File: src/rtl/rsq_pkg.sv
package rsq_pkg;
   typedef enum logic [1:0] {
      ST_OFF  = 2'd0,
      ST_SOFT = 2'd1,
      ST_RUN  = 2'd2,
      ST_OVP  = 2'd3
   } rsq_state_e;
endpackage

File: src/rtl/rsq_ramp.sv
module rsq_ramp #(
   parameter int SS_CYCLES = 4096,
   parameter int STEPS     = 8,
   localparam int CW = $clog2(SS_CYCLES),
   localparam int LW = $clog2(STEPS + 1),
   localparam int SH = CW - $clog2(STEPS)
) (
   input  logic          clk_i,
   input  logic          rst_ni,
   input  logic          run_i,
   input  logic          tick_i,
   output logic          done_o,
   output logic [LW-1:0] level_o
);
   logic [CW-1:0] cnt_q;

   initial begin
      assert ((1 << CW) == SS_CYCLES) else $fatal(1, "SS_CYCLES must be a power of two");
      assert ((1 << $clog2(STEPS)) == STEPS) else $fatal(1, "STEPS must be a power of two");
      assert (STEPS >= 2 && STEPS <= SS_CYCLES) else $fatal(1, "STEPS out of range");
   end

   assign done_o = run_i && tick_i && (cnt_q == CW'(SS_CYCLES - 1));

   always_ff @(posedge clk_i or negedge rst_ni) begin
      if (!rst_ni)                 cnt_q <= '0;
      else if (!run_i)             cnt_q <= '0;
      else if (tick_i && !done_o)  cnt_q <= cnt_q + 1'b1;
   end

   assign level_o = run_i ? (LW'(cnt_q[CW-1:SH]) + LW'(1)) : '0;

   // the ceiling never steps down within one soft start
   a_r3_level_monotonic: assert property (@(posedge clk_i) disable iff (!rst_ni)
      (run_i && $past(run_i)) |-> (level_o >= $past(level_o)));

   // no tick, no progress
   a_r2_hold_without_tick: assert property (@(posedge clk_i) disable iff (!rst_ni)
      (run_i && !tick_i) |=> (!run_i || cnt_q == $past(cnt_q)));
endmodule

File: src/rtl/rsq_pgfilt.sv
module rsq_pgfilt #(
   parameter int LIMIT = 750,
   localparam int CW = $clog2(LIMIT + 1)
) (
   input  logic clk_i,
   input  logic rst_ni,
   input  logic arm_i,
   input  logic bad_i,
   output logic hold_o
);
   logic [CW-1:0] cnt_q;

   initial begin
      assert (LIMIT >= 1) else $fatal(1, "LIMIT must be at least one");
   end

   always_ff @(posedge clk_i or negedge rst_ni) begin
      if (!rst_ni)                  cnt_q <= CW'(LIMIT);
      else if (!arm_i)              cnt_q <= bad_i ? CW'(LIMIT) : '0;
      else if (!bad_i)              cnt_q <= '0;
      else if (cnt_q != CW'(LIMIT)) cnt_q <= cnt_q + 1'b1;
   end

   assign hold_o = (cnt_q == CW'(LIMIT));

   // a clean sample while monitoring clears the persistence count
   a_r7_clear_on_good: assert property (@(posedge clk_i) disable iff (!rst_ni)
      (arm_i && !bad_i) |=> (cnt_q == '0));

   // the hold only rises after a bad sample
   a_r7_rise_needs_bad: assert property (@(posedge clk_i) disable iff (!rst_ni)
      $rose(hold_o) |-> $past(bad_i));
endmodule

File: src/rtl/rsq_uvlatch.sv
module rsq_uvlatch (
   input  logic clk_i,
   input  logic rst_ni,
   input  logic clr_i,
   input  logic arm_i,
   input  logic trip_i,
   output logic lat_o
);
   always_ff @(posedge clk_i or negedge rst_ni) begin
      if (!rst_ni)              lat_o <= 1'b0;
      else if (clr_i)           lat_o <= 1'b0;
      else if (arm_i && trip_i) lat_o <= 1'b1;
   end

   // a latched section stays off until a clear
   a_r9_latch_hold: assert property (@(posedge clk_i) disable iff (!rst_ni)
      (lat_o && !clr_i) |=> lat_o);
endmodule

File: src/rtl/rail_supervisor.sv
module rail_supervisor #(
   parameter int CODE_W    = 5,
   parameter int NLIN      = 2,
   parameter int SS_CYCLES = 4096,
   parameter int STEPS     = 8,
   parameter int PG_FILT   = 750,
   localparam int LW = $clog2(STEPS + 1)
) (
   input  logic              clk_i,
   input  logic              rst_ni,
   input  logic              en_i,
   input  logic              supply_ok_i,
   input  logic [CODE_W-1:0] vsel_i,
   input  logic              pwm_tick_i,
   input  logic              sw_ovp_i,
   input  logic              sw_win_i,
   input  logic              sw_uv_i,
   input  logic [NLIN-1:0]   lin_uv_i,
   output logic [LW-1:0]     ss_level_o,
   output logic              ss_active_o,
   output logic              hs_en_o,
   output logic              ls_force_o,
   output logic [NLIN-1:0]   lin_en_o,
   output logic              ovp_o,
   output logic              pg_low_o
);
   import rsq_pkg::*;

   rsq_state_e    state_q, state_d;
   logic          start_ok, ss_done, post_ss, any_bad, pg_hold, sw_lat;
   logic [LW-1:0] ramp_lvl;
   logic [NLIN-1:0] lin_lat;

   initial begin
      assert (CODE_W >= 1) else $fatal(1, "CODE_W must be positive");
      assert (NLIN >= 1) else $fatal(1, "NLIN must be positive");
   end

   assign start_ok = en_i && supply_ok_i && (vsel_i != '1);
   assign post_ss  = (state_q == ST_RUN) || (state_q == ST_OVP);
   assign any_bad  = sw_win_i || sw_uv_i || (|lin_uv_i);

   always_comb begin
      state_d = state_q;
      if (!start_ok) state_d = ST_OFF;
      else begin
         case (state_q)
            ST_OFF:  state_d = ST_SOFT;
            ST_SOFT: if (ss_done)  state_d = ST_RUN;
            ST_RUN:  if (sw_ovp_i) state_d = ST_OVP;
            default: state_d = state_q;
         endcase
      end
   end

   always_ff @(posedge clk_i or negedge rst_ni) begin
      if (!rst_ni) state_q <= ST_OFF;
      else         state_q <= state_d;
   end

   rsq_ramp #(.SS_CYCLES(SS_CYCLES), .STEPS(STEPS)) ramp_i (
      .clk_i(clk_i), .rst_ni(rst_ni), .run_i(state_q == ST_SOFT),
      .tick_i(pwm_tick_i), .done_o(ss_done), .level_o(ramp_lvl));

   rsq_pgfilt #(.LIMIT(PG_FILT)) pgf_i (
      .clk_i(clk_i), .rst_ni(rst_ni), .arm_i(state_q == ST_RUN),
      .bad_i(any_bad), .hold_o(pg_hold));

   rsq_uvlatch sw_uv_i_lat (
      .clk_i(clk_i), .rst_ni(rst_ni), .clr_i(!start_ok), .arm_i(post_ss),
      .trip_i(sw_uv_i), .lat_o(sw_lat));

   for (genvar k = 0; k < NLIN; k++) begin : g_lin
      rsq_uvlatch lat_i (
         .clk_i(clk_i), .rst_ni(rst_ni), .clr_i(!start_ok), .arm_i(post_ss),
         .trip_i(lin_uv_i[k]), .lat_o(lin_lat[k]));
      assign lin_en_o[k] = (state_q != ST_OFF) && !lin_lat[k];
   end

   assign ss_active_o = (state_q == ST_SOFT);
   assign ss_level_o  = (state_q == ST_SOFT) ? ramp_lvl :
                        (state_q == ST_RUN)  ? LW'(STEPS) : '0;
   assign hs_en_o     = ((state_q == ST_SOFT) || (state_q == ST_RUN)) && !sw_lat;
   assign ls_force_o  = (state_q == ST_OVP);
   assign ovp_o       = (state_q == ST_OVP);
   assign pg_low_o    = !((state_q == ST_RUN) && !sw_lat && !(|lin_lat) && !pg_hold);

   // losing a start condition shuts every drive on the next clock
   a_r10_drop_shuts: assert property (@(posedge clk_i) disable iff (!rst_ni)
      !start_ok |=> (!hs_en_o && !ls_force_o && !ovp_o && lin_en_o == '0 && pg_low_o));

   // power-good masked during soft start
   a_r6_pg_masked_soft: assert property (@(posedge clk_i) disable iff (!rst_ni)
      ss_active_o |-> pg_low_o);

   // over-voltage parks the drives
   a_r8_ovp_drive: assert property (@(posedge clk_i) disable iff (!rst_ni)
      ovp_o |-> (!hs_en_o && ls_force_o && pg_low_o && ss_level_o == '0));

   // over-voltage is sticky while start conditions hold
   a_r8_ovp_sticky: assert property (@(posedge clk_i) disable iff (!rst_ni)
      (ovp_o && start_ok) |=> ovp_o);

   // a rise of soft start needs all three start conditions
   a_r1_start_gate: assert property (@(posedge clk_i) disable iff (!rst_ni)
      $rose(ss_active_o) |-> $past(start_ok));
endmodule

File: config.mk
export PLATFORM = sky130hd
export DESIGN_NAME = rail_supervisor
export DESIGN_NICKNAME = d
export VERILOG_FILES = /design/src/rtl/rsq_pkg.sv /design/src/rtl/rsq_ramp.sv /design/src/rtl/rsq_pgfilt.sv /design/src/rtl/rsq_uvlatch.sv /design/src/rtl/rail_supervisor.sv
export SDC_FILE = /design/constraint.sdc
export NUM_CORES = 1
export LEC_CHECK = 0
export BUFFER_PORTS_ARGS = -buffer_cell sky130_fd_sc_hd__buf_2
export CAP_MARGIN = 20
export CELL_PAD_IN_SITES_DETAIL_PLACEMENT = 0
export CELL_PAD_IN_SITES_GLOBAL_PLACEMENT = 1
export CORE_AREA = 10 10 73 75
export DETAILED_ROUTE_END_ITERATION = 12
export DIE_AREA = 0 0 83 85
export PLACE_DENSITY_LB_ADDON = 0.15
export SYNTH_ARGS = -nofsm -noshare
export SYNTH_HDL_FRONTEND = slang
export SYNTH_SLANG_ARGS = --single-unit
export TNS_END_PERCENT = 30
File: constraint.sdc
create_clock -name clk_i -period 2.1 [get_ports clk_i]
set_input_delay 0.21 -clock clk_i [delete_from_list [all_inputs] [get_ports clk_i]]
set_output_delay 0.21 -clock clk_i [all_outputs]
set_load 0.02 [all_outputs]
[Word level (Yosys, flattened, before mapping)]
Index checks and enable logic that the tools add are counted.
Storage, ports and cells
  output and inout port bits: 11
  register bits after elaboration: 27
  input port bits: 15
  memories kept: 0
  word-level logic and storage cells: 72
  ROM bits: 0
  latch bits: 0
  memory bits (writable): 0
Cells by class
  divide/modulo/power cells: 0
  $lt $le $gt $ge: 0
  multiply operators: 0
  reductions and logical operators: 30
  bitwise operators: 0
  $add $sub $neg: 3
  shift operators: 0
  eq/ne operators: 15
  multiplexer cells: 18
Operator list (number)
  two-way mux 10 bit: 4
  two-way mux 12 bit: 2
  logical AND 1 bit: 14
  adder 12 x 1 -> 12 bit, second input constant: 1
  == test 12 bit, second input constant: 1
  adder 10 x 1 -> 10 bit, second input constant: 1
  == test 10 bit, second input constant: 1
  inequality test 10 bit, second input constant: 1
  inequality test 3 bit, second input constant: 3
  two-way mux 4 bit: 2
  zero test 1 bit: 7
  two-way mux 1 bit: 6
  two-way mux 2 bit: 3
  inequality test 2 x 1 -> 1 bit, second input constant: 3
  one-hot mux 2 bit (3 select lines): 1
  inequality test 5 bit, second input constant: 1
  adder 3 x 1 -> 4 bit, second input constant: 1
  == test 2 bit, second input constant: 2
  logical OR 1 bit: 4
  inequality test 4 x 1 -> 1 bit, second input constant: 1
  OR reduction 2 bit: 2
  AND reduction 3 bit: 1
  == test 2 x 1 -> 1 bit, second input constant: 1
  zero test 2 bit: 1
  other kinds (2): 2

[Depth between registers and ports, before layout]
Gate-level depths: netlist (run 1).
  depth after elaboration: 7
  mapped depth: 6
  gate-level depth less buffers: 6

[Cells and area by module]
A second synthesis (run 1) with hierarchy kept.
Second synthesis, totals
  cell total of the unflattened synthesis: 181
  area, all modules: 1705.4 um^2
Modules (own cells, without submodules)
  rsq_ramp: area each 729.4 um^2, instances 1, sequential area each 300.3 um^2, cells an instance 78
  rsq_pgfilt: area each 601.8 um^2, instances 1, sequential area each 259.0 um^2, cells an instance 62
  rail_supervisor: area each 272.8 um^2, instances 1, sequential area each 50.0 um^2, cells an instance 32
  rsq_uvlatch: area each 33.8 um^2, instances 3, sequential area each 25.0 um^2, cells an instance 3

[Worst setup path before layout (run 1)]
OpenSTA, ideal clock, no wires.
  kind: register -> register
  start point: register state_q[1]
  end point: register state_q[1]
  clock period less this slack: 1.956 ns
  library setup time: 0.123 ns
  buffers on the path: 0
  slack: 0.144 ns
  stages on the path, launching flop included: 7
  arrival: 1.834 ns
  data required time: 1.977 ns
  cells stage by stage: dfrtp_1 > inv_1 > ha_1 > nand3_4 > or4_4 > a21o_1 > mux2i_1
Between the ends
  cells in the longest elaborated chain, start to end: 5
  elaborated cells between the ends (all ways): 11
  those cells by class: eq/ne (5); mux (2); reduce/logical (4)
Ends and longest elaborated chain
  from (decl): line rail_supervisor.sv:29  | rsq_state_e state_q, state_d;
  from (signal assigned): line rail_supervisor.sv:58  | else state_q <= state_d;
  == test 2 x 1 -> 1 bit (*)
  net ss_active_o: line rail_supervisor.sv:20  | output logic ss_active_o,
  logical AND 1 bit (2 in a row): line rsq_ramp.sv:23  | assign done_o = run_i && tick_i && (cnt_q == CW'(SS_CYCLES - 1));
  inequality test 3 bit (no source line)
  AND reduction 3 bit (no source line)
The timed path passes the listed nets; every way through them passes the cells marked *.
A chain may end at the register's enable or synchronous reset.

[Worst setup path after layout (run 1)]
  start point: register pgf_i.cnt_q[1]
  end point: output pg_low_o
Between the ends
  cells in the longest elaborated chain, start to end: 4
Ends and longest elaborated chain
  from (decl): line rsq_pgfilt.sv:11  | logic [CW-1:0] cnt_q;
  from (signal assigned): line rsq_pgfilt.sv:18  | if (!rst_ni) cnt_q <= CW'(LIMIT);
  from (signal assigned): line rsq_pgfilt.sv:19  | else if (!arm_i) cnt_q <= bad_i ? CW'(LIMIT) : '0;
  from (signal assigned): line rsq_pgfilt.sv:21  | else if (cnt_q != CW'(LIMIT)) cnt_q <= cnt_q + 1'b1;
  == test 10 bit: line rsq_pgfilt.sv:24  | assign hold_o = (cnt_q == CW'(LIMIT));
  zero test 1 bit: line rail_supervisor.sv:86  | assign pg_low_o = !((state_q == ST_RUN) && !sw_lat && !(|lin_lat) && !pg_hold);
  logical AND 1 bit: line rail_supervisor.sv:86
  zero test 1 bit: line rail_supervisor.sv:86
  to (decl): line rail_supervisor.sv:25  | output logic pg_low_o
No other way between the ends.

==> flow_summary.rst, run 1 <==
.. list-table::
   :header-rows: 1

   * - Metric
     - Value
   * - Cell area power density
     - 534 nW/µm²
   * - FF+latch count, synth
     - 27
   * - I/O Buffers
     - 25
   * - Total number of placement rows
     - 23
   * - Mean instance size in the synthesized netlist
     - 9.43 µm²
   * - IR drop worst, VDD
     - 0.000189 V
   * - Post-detailed-route DRC marker count
     - 0
   * - Number of buffers on the longest clock path
     - 2
   * - Total number of vias
     - 1358
   * - Outcome
     - finished clean
   * - Inserted Clock Buffers
     - 3
   * - Non-filler cells in the finished layout
     - 250
   * - Final worst-path cycle share
     - 92.0%
   * - Via count of the first global-routing pass
     - between 1000 and 1500
   * - Leakage power of the design
     - 0.821 nW
   * - Vias per std cell
     - 5.43
   * - Area used by sequential logic in the layout
     - 684 µm²
   * - Layout Area Growth over Synthesis
     - 16.8%
   * - Antenna violations before repair
     - 0
   * - Share of post-route cells with drive strength above 1
     - 24.0%
   * - Cell Area, Placed
     - 1790 µm²
   * - Count of unique library cells instantiated by Yosys
     - 38
   * - Largest area contributor in the synthesized netlist
     - dfrtp_1
   * - Buffer type at the clock tree root
     - clkbuf_8
   * - Critical Path Fanout Max
     - 5
   * - Post-Synthesis Net Count
     - about 190
   * - Starting DRC count in detailed routing
     - 87
   * - Worst-margin pin slew
     - 0.623 ns
   * - Starting density of the core
     - roughly two fifths
   * - Cells taking the most area after synthesis
     - dfrtp_1 (32%), dfstp_2 (12%), ha_1 (6.3%), a21oi_1 (5.4%), nor2_1 (4.0%)
   * - Final core occ
     - 47.3%
   * - Average wire per cell in the routed design
     - 14.5 µm
   * - Cell Area, Synth
     - between 1500 and 2000 µm²
   * - Hold violation count in the final report
     - 0
   * - CTS clock-pin slew for the worst setup and hold paths
     - 0.09 ns
   * - Wire length after detailed routing
     - 3630 µm
   * - Std-Cell Core Area
     - 3910 µm²
   * - Worst-case clock skew
     - 0.00364 ns
   * - Die area
     - 7060 µm²
   * - Kind of end point of the critical path
     - primary output
   * - Slew headroom
     - 58.5%
   * - Sequential cell area fraction in the yosys report
     - 43.2%
   * - Router iterations before antenna repair
     - 4
   * - Number of endpoints failing setup at the final stage
     - 0
   * - Post-Layout Inst Area
     - 1850 µm²
   * - Die span in y
     - 85 µm
   * - Number of standard cells after synthesis
     - between 150 and 200
   * - Ports
     - 26
   * - Total of cells resized after clock tree synthesis
     - 0
   * - Global-route wire length before repair
     - a little over 6000 µm
   * - Count of flip-flops with a built-in enable after synthesis
     - 0
   * - Number of pins exceeding their max-slew limit in the final report
     - 0
   * - H-tree depth reported by CTS
     - 1
   * - N_diodes
     - 0
   * - Total power after layout
     - slightly below 1 mW
   * - Pin count of the biggest net entering global routing
     - 28
   * - Final nets
     - approximately 220
   * - Placer congestion estimate
     - a little under 0.8
   * - Total clock sinks
     - 27
   * - TritonCTS clock tree
     - built
   * - Pre-CTS worst setup slack
     - 0.214 ns
   * - Data required, critical path
     - 1.89 ns
   * - HPWL after detailed placement
     - 2770 µm
   * - Number of antenna-violating nets in the routed design
     - 0
   * - Area of combinational cells with multiple inputs
     - 851 µm²
   * - Proportion of netlist area held by the largest area contributor
     - 31.6%
   * - Floorplan die width
     - 83 µm
   * - Async S/R FF share, synth
     - 100%
   * - Category of the most critical setup path
     - flop to primary output
   * - Shortest clock period the worst path allows after layout
     - 1.93 ns
   * - Ys Warns
     - 0
   * - Predominant post-synthesis flop cell
     - dfrtp_1
   * - Arrival time at the worst endpoint
     - 1.72 ns
   * - Crit path launch type
     - flop
   * - Maximum Capacitance Violations
     - 0
   * - Filler Cells Inserted
     - approximately 410
   * - Remaining global-route overflow
     - 0
   * - Max Fclk
     - 0.518 GHz
   * - Clock latency of the later-clocked register in the worst-skew pair
     - 0.27 ns
   * - Setup slack after layout
     - 0.168 ns
   * - Total track usage
     - 10.0%
   * - DP Cell Count
     - 244
   * - Kind of path behind the tightest hold check
     - primary input to flop
==> stage by stage <==
step,TNS [ns],hold slack [ns]
4_1_cts,0,0.190
3_3_place_gp,0,0.255
2_1_floorplan,0,-0.0856
3_5_place_dp,0,0.266
6_report,0,0.191
5_1_grt,-0.00139,0.227
==> timing repair <==
| item | 4_1_cts | 5_1_grt |
|---|---|---|
| hold buffers | 1 | 0 |
| buffers inserted | 0 | 1 |
| hold endpoints to repair | 20 | 0 |
| setup endpoints to repair | 0 | 1 |
==> path summary, 6_finish.rpt <==
| check | from | endpoint | slack, ns | depth (start not counted) |
|---|---|---|---|---|
| max | pgf_i.cnt_q[1] | pg_low_o | 0.17 | 5 |
| min reg2reg | sw_uv_i_lat.lat_o | sw_uv_i_lat.lat_o | 0.54 | 2 |
| min | sw_uv_i | sw_uv_i_lat.lat_o | 0.19 | 3 |
| max in group asynchronous | rst_ni | state_q[1] | 1.21 | 2 |
| min in group asynchronous | rst_ni | ramp_i.cnt_q[9] | 0.48 | 2 |
| max reg2reg | state_q[1] | state_q[1] | 0.22 | 6 |
==> kinds of logic after synthesis <==
family	share of synthesized area, %
xor+xnor	6.08
buf+inv	3.08
simple gates	24.6
flops	43.2
compound gates	14.8
fa+ha+maj	6.32
mux	1.90
==> layout make-up <==
class / count / area share [%]
Multi-Input combinational cell: 129 / 46.0
Sequential cell: 27 / 37.0
Timing Repair Buffer: 31 / 9.33
Tap cell: 50 / 3.38
Clock buffer: 3 / 2.23
Inverter: 9 / 1.83
Clock inverter: 1 / 0.270
==> flip-flops by register name (all words and copies together), names as in the netlist <==
name and flops:
state_q 2, sw_uv_i_lat.lat_o 1, pgf_i.cnt_q 10, ramp_i.cnt_q 12, g_lin.lat_i.lat_o 2
==> worst max-delay path: stages (launching register included) <==
cell      delay [ns]
dfstp_2         0.58
ha_1            0.14
nor4bb_1        0.20
nand4_1         0.23
nand3_1         0.14
buf_2           0.17
==> layer usage <==
layer  up-vias  global-route usage, %  part of all wire (%)
li1        670                      -                     -
met1       670                   10.8                    43
met2        16                   19.0                    53
met3         2                   2.01                   3.1
met4         0                   3.25                  0.47
met5         -                      0                     0
==> power breakdown <==
group | switching (mW) | internal [mW]
clock network | 0.166 | 0.133
logic | 0.0876 | 0.0610
registers | 0.00903 | 0.531
total | 0.263 | 0.725
==> synth_stat cells, drive strengths merged (7+ instances only) <==
| library cell | n |
|---|---|
| dfrtp | 20 |
| xnor2 | 7 |
| o21ai | 7 |
| nand2 | 12 |
| nand3 | 7 |
| a21oi | 17 |
| ha | 8 |
| inv | 9 |
| dfstp | 7 |
| nand4 | 7 |
| nor2 | 17 |
==> placed cells by master (no fill, tap or decap), types with 5 or more instances in the layout <==
master,instances
buf_2,25
dfrtp_1,20
nor2_1,17
a21oi_1,17
nand2_1,12
inv_1,9
ha_1,8
xnor2_1,7
nand4_1,7
dfstp_2,7
nand3_1,6
o21ai_0,6
buf_4,5
(Power assumes the default switching activity.)
==> run 2, diff against run 1 <==
--- a/config.mk
+++ b/config.mk
@@ -12,7 +12,7 @@
 export CORE_AREA = 10 10 73 75
 export DETAILED_ROUTE_END_ITERATION = 12
 export DIE_AREA = 0 0 83 85
-export PLACE_DENSITY_LB_ADDON = 0.15
+export PLACE_DENSITY_LB_ADDON = 0.25
 export SYNTH_ARGS = -nofsm -noshare
 export SYNTH_HDL_FRONTEND = slang
 export SYNTH_SLANG_ARGS = --single-unit
==> constraint.sdc (replaced) <==
create_clock -name clk_i -period 2.1 [get_ports clk_i]
set_input_delay 0.21 -clock clk_i [delete_from_list [all_inputs] [get_ports clk_i]]
set_output_delay 0.21 -clock clk_i [all_outputs]
set_load 0.005 [all_outputs]
==> run 2 against run 1 <==
Clock-buffer cell count up 1. Clock power hardly changed. Combinational power is 9% lower. Highest routed layer unchanged. Non-clock buffer count unchanged. Core utilization about the same. Die area stayed put. Critical path depth up 1. Power is 1.7% lower. Clock skew about the same.
==> flow_summary.rst, run 2 (synthesis results as in run 1) <==
.. list-table::
   :header-rows: 1

   * - Metric
     - Value
   * - N_diodes
     - 0
   * - Layout Area Growth over Synthesis
     - 16.7%
   * - Relative contribution of combinational cells to total power
     - 13.9%
   * - Outcome
     - finished clean
   * - Worst-margin pin slew
     - 0.624 ns
   * - Slew headroom
     - 58.4%
   * - Number of gates on the worst path with buffers counted
     - 6
   * - P_sw
     - 0.243 mW
   * - Net switching fraction of the power
     - roughly a quarter
   * - Leakage power of the design
     - roughly 0.8 nW
   * - Wire length after detailed routing
     - approximately 3600 µm
   * - HPWL after detailed placement
     - ~2800 µm
   * - Kind of end point of the critical path
     - flop
   * - Global-route wire length before repair
     - 6340 µm
   * - Inserted Clock Buffers
     - 3
   * - Clock latency of the later-clocked register in the worst-skew pair
     - 0.27 ns
   * - H-tree depth reported by CTS
     - 1
   * - Number of endpoints failing setup at the final stage
     - 0
   * - Reg power frac
     - 55.7%
   * - Category of the most critical setup path
     - flop to flop
   * - Crit-path slowest cell
     - or4_4
   * - Antenna violations before repair
     - 0
   * - Most frequent standard cell in the layout excluding fill and tap cells
     - buf_2
   * - Busiest layer in global routing
     - met2
   * - Arrival time at the worst endpoint
     - 2.08 ns
   * - Starting DRC count in detailed routing
     - between 40 and 50
   * - Vias per std cell
     - 5.47
   * - Global-route track usage on met1
     - 11.1%
   * - Crit path launch type
     - flop
   * - Router iterations before antenna repair
     - 4
   * - Total track usage
     - 10.3%
   * - Data required, critical path
     - about 2.3 ns
   * - Starting density of the core
     - 40.5%
   * - Std-Cell Core Area
     - 3910 µm²
   * - Via count of the first global-routing pass
     - 1440
   * - Worst-case clock skew
     - 0.00406 ns
   * - CP delay by family, top
     - simple AND/OR/NAND/NOR gates
   * - Critical path cell sequence
     - inv_1 > ha_1 > nand3_4 > or4_4 > a21o_1 > mux2i_1
   * - IR drop worst, VDD
     - about 0.00027 V
   * - R2R depth
     - 6
   * - Buffer type at the clock tree root
     - clkbuf_8
   * - Average wire per cell in the routed design
     - 14.6 µm
   * - Number of antenna-violating nets in the routed design
     - 0
   * - Leading cell types in the layout, fill and taps excluded
     - buf_2 (25), dfrtp_1 (20), nor2_1 (17), a21oi_1 (17), nand2_1 (12)
   * - Floorplan die width
     - 83 µm
   * - GR Layer Usage met2
     - 19.5%
   * - Remaining global-route overflow
     - 0
   * - Reg with most FFs
     - ramp_i.cnt_q
   * - Biggest regs
     - ramp_i.cnt_q (12), pgf_i.cnt_q (10)
   * - Number of pins exceeding their max-slew limit in the final report
     - 0
   * - Max reg flops
     - 12
   * - Ports
     - 26
   * - TritonCTS clock tree
     - built
   * - I/O Buffers
     - 25
   * - Setup slack after layout
     - 0.183 ns
   * - Total number of vias
     - 1367
   * - Total clock sinks
     - 27
   * - CTS clock-pin slew for the worst setup and hold paths
     - 0.09 ns
   * - Setup repair after global routing missed its margin
     - false
   * - Buf+Inv Stages, Crit Path
     - 1
   * - Die area
     - 7060 µm²
   * - Clk network pwr share
     - 30.4%
   * - Setup total negative slack
     - 0 ns
   * - Filler Cells Inserted
     - 401
   * - Cell area power density
     - 525 nW/µm²
   * - Total number of placement rows
     - 23
   * - Final worst-path cycle share
     - about nine tenths
   * - Kind of path behind the tightest hold check
     - primary input to flop
   * - Number of buffers on the longest clock path
     - 2
   * - Total of cells resized after clock tree synthesis
     - 0
   * - Final core occ
     - 47.3%
   * - Worst Hold Path Cells
     - 3
   * - Share of post-route cells with drive strength above 1
     - a little under a quarter
   * - Hold violation count in the final report
     - 0
   * - Design internal power
     - 0.728 mW
   * - Shortest clock period the worst path allows after layout
     - 1.92 ns
   * - Pin count of the biggest net entering global routing
     - 28
   * - Fraction of met3 tracks used by global routing
     - 2.20%
   * - Final nets
     - 224
   * - Die span in y
     - 85 µm
   * - Maximum Capacitance Violations
     - 0
   * - Critical Path Fanout Max
     - 7
   * - Pre-CTS worst setup slack
     - 0.194 ns
   * - Placer congestion estimate
     - 0.753
   * - Largest stage delay on the critical path
     - 0.53 ns
   * - Max Fclk
     - 0.522 GHz
   * - Post-detailed-route DRC marker count
     - 0
==> run 2: timing repair <==
action / CTS / global route
setup endpoints to repair: 0 / 1
hold buffers: 1 / 0
endpoints found under the hold margin: 20 / 0
setup buffers: 0 / 2
==> run 2: area by class of cell <==
class                           count  area (µm²)  area share (%)
Inverter                            9        33.8            1.83
Sequential cell                    27         684            37.0
Clock buffer                        4        45.0            2.44
Tap cell                           50        62.6            3.38
Multi-Input combinational cell    129         851            46.0
Timing Repair Buffer               31         173            9.34
==> run 2: power by group through the flow <==
stage,Combinational (mW),Sequential [mW],Clock (mW)
5_1_grt,0.154,0.542,0.332
3_5_place_dp,0.128,0.551,0
6_report,0.135,0.541,0.296
4_1_cts,0.130,0.541,0.315
2_1_floorplan,0.0699,0.548,0
3_3_place_gp,0.125,0.550,0
==> run 2: routing by layer <==
layer | wire (µm) | share of wire [%]
met5 | 0 | 0
met4 | 38 | 1.0
met3 | 104 | 2.9
met2 | 1950 | 53
met1 | 1550 | 43
==> run 2: through the flow <==
stage / area (µm²) / power (mW) / instances / hold WS (ns)
floorplan: 1580 / 0.618 / 168 / -0.0856
global placement: 1780 / 0.674 / 243 / 0.253
detailed placement: 1780 / 0.679 / 243 / 0.271
CTS: 1830 / 0.986 / 248 / 0.203
global route: 1850 / 1.03 / 250 / 0.238
finish: 1850 / 0.972 / 250 / 0.208
==> run 2: final timing paths <==
check                      slack (ns)                    to                  from
max in group asynchronous        1.21        pgf_i.cnt_q[0]                rst_ni
hold / removal                   0.21  g_lin[0].lat_i.lat_o           lin_uv_i[0]
hold reg to reg                  0.55  g_lin[1].lat_i.lat_o  g_lin[1].lat_i.lat_o
setup / recovery                 0.18            state_q[1]            state_q[1]
min in group asynchronous        0.48      ramp_i.cnt_q[11]                rst_ni
setup reg to reg                 0.18            state_q[1]            state_q[1]
==> run 2: worst reg2reg max path, delay by kind of cell (launching register included) <==
kind / cells / cell delay [ns]
compound gates: 1 / 0.20
fa+ha+maj: 1 / 0.31
buf+inv: 1 / 0.10
flops: 1 / 0.43
mux: 1 / 0.11
simple gates: 2 / 0.67
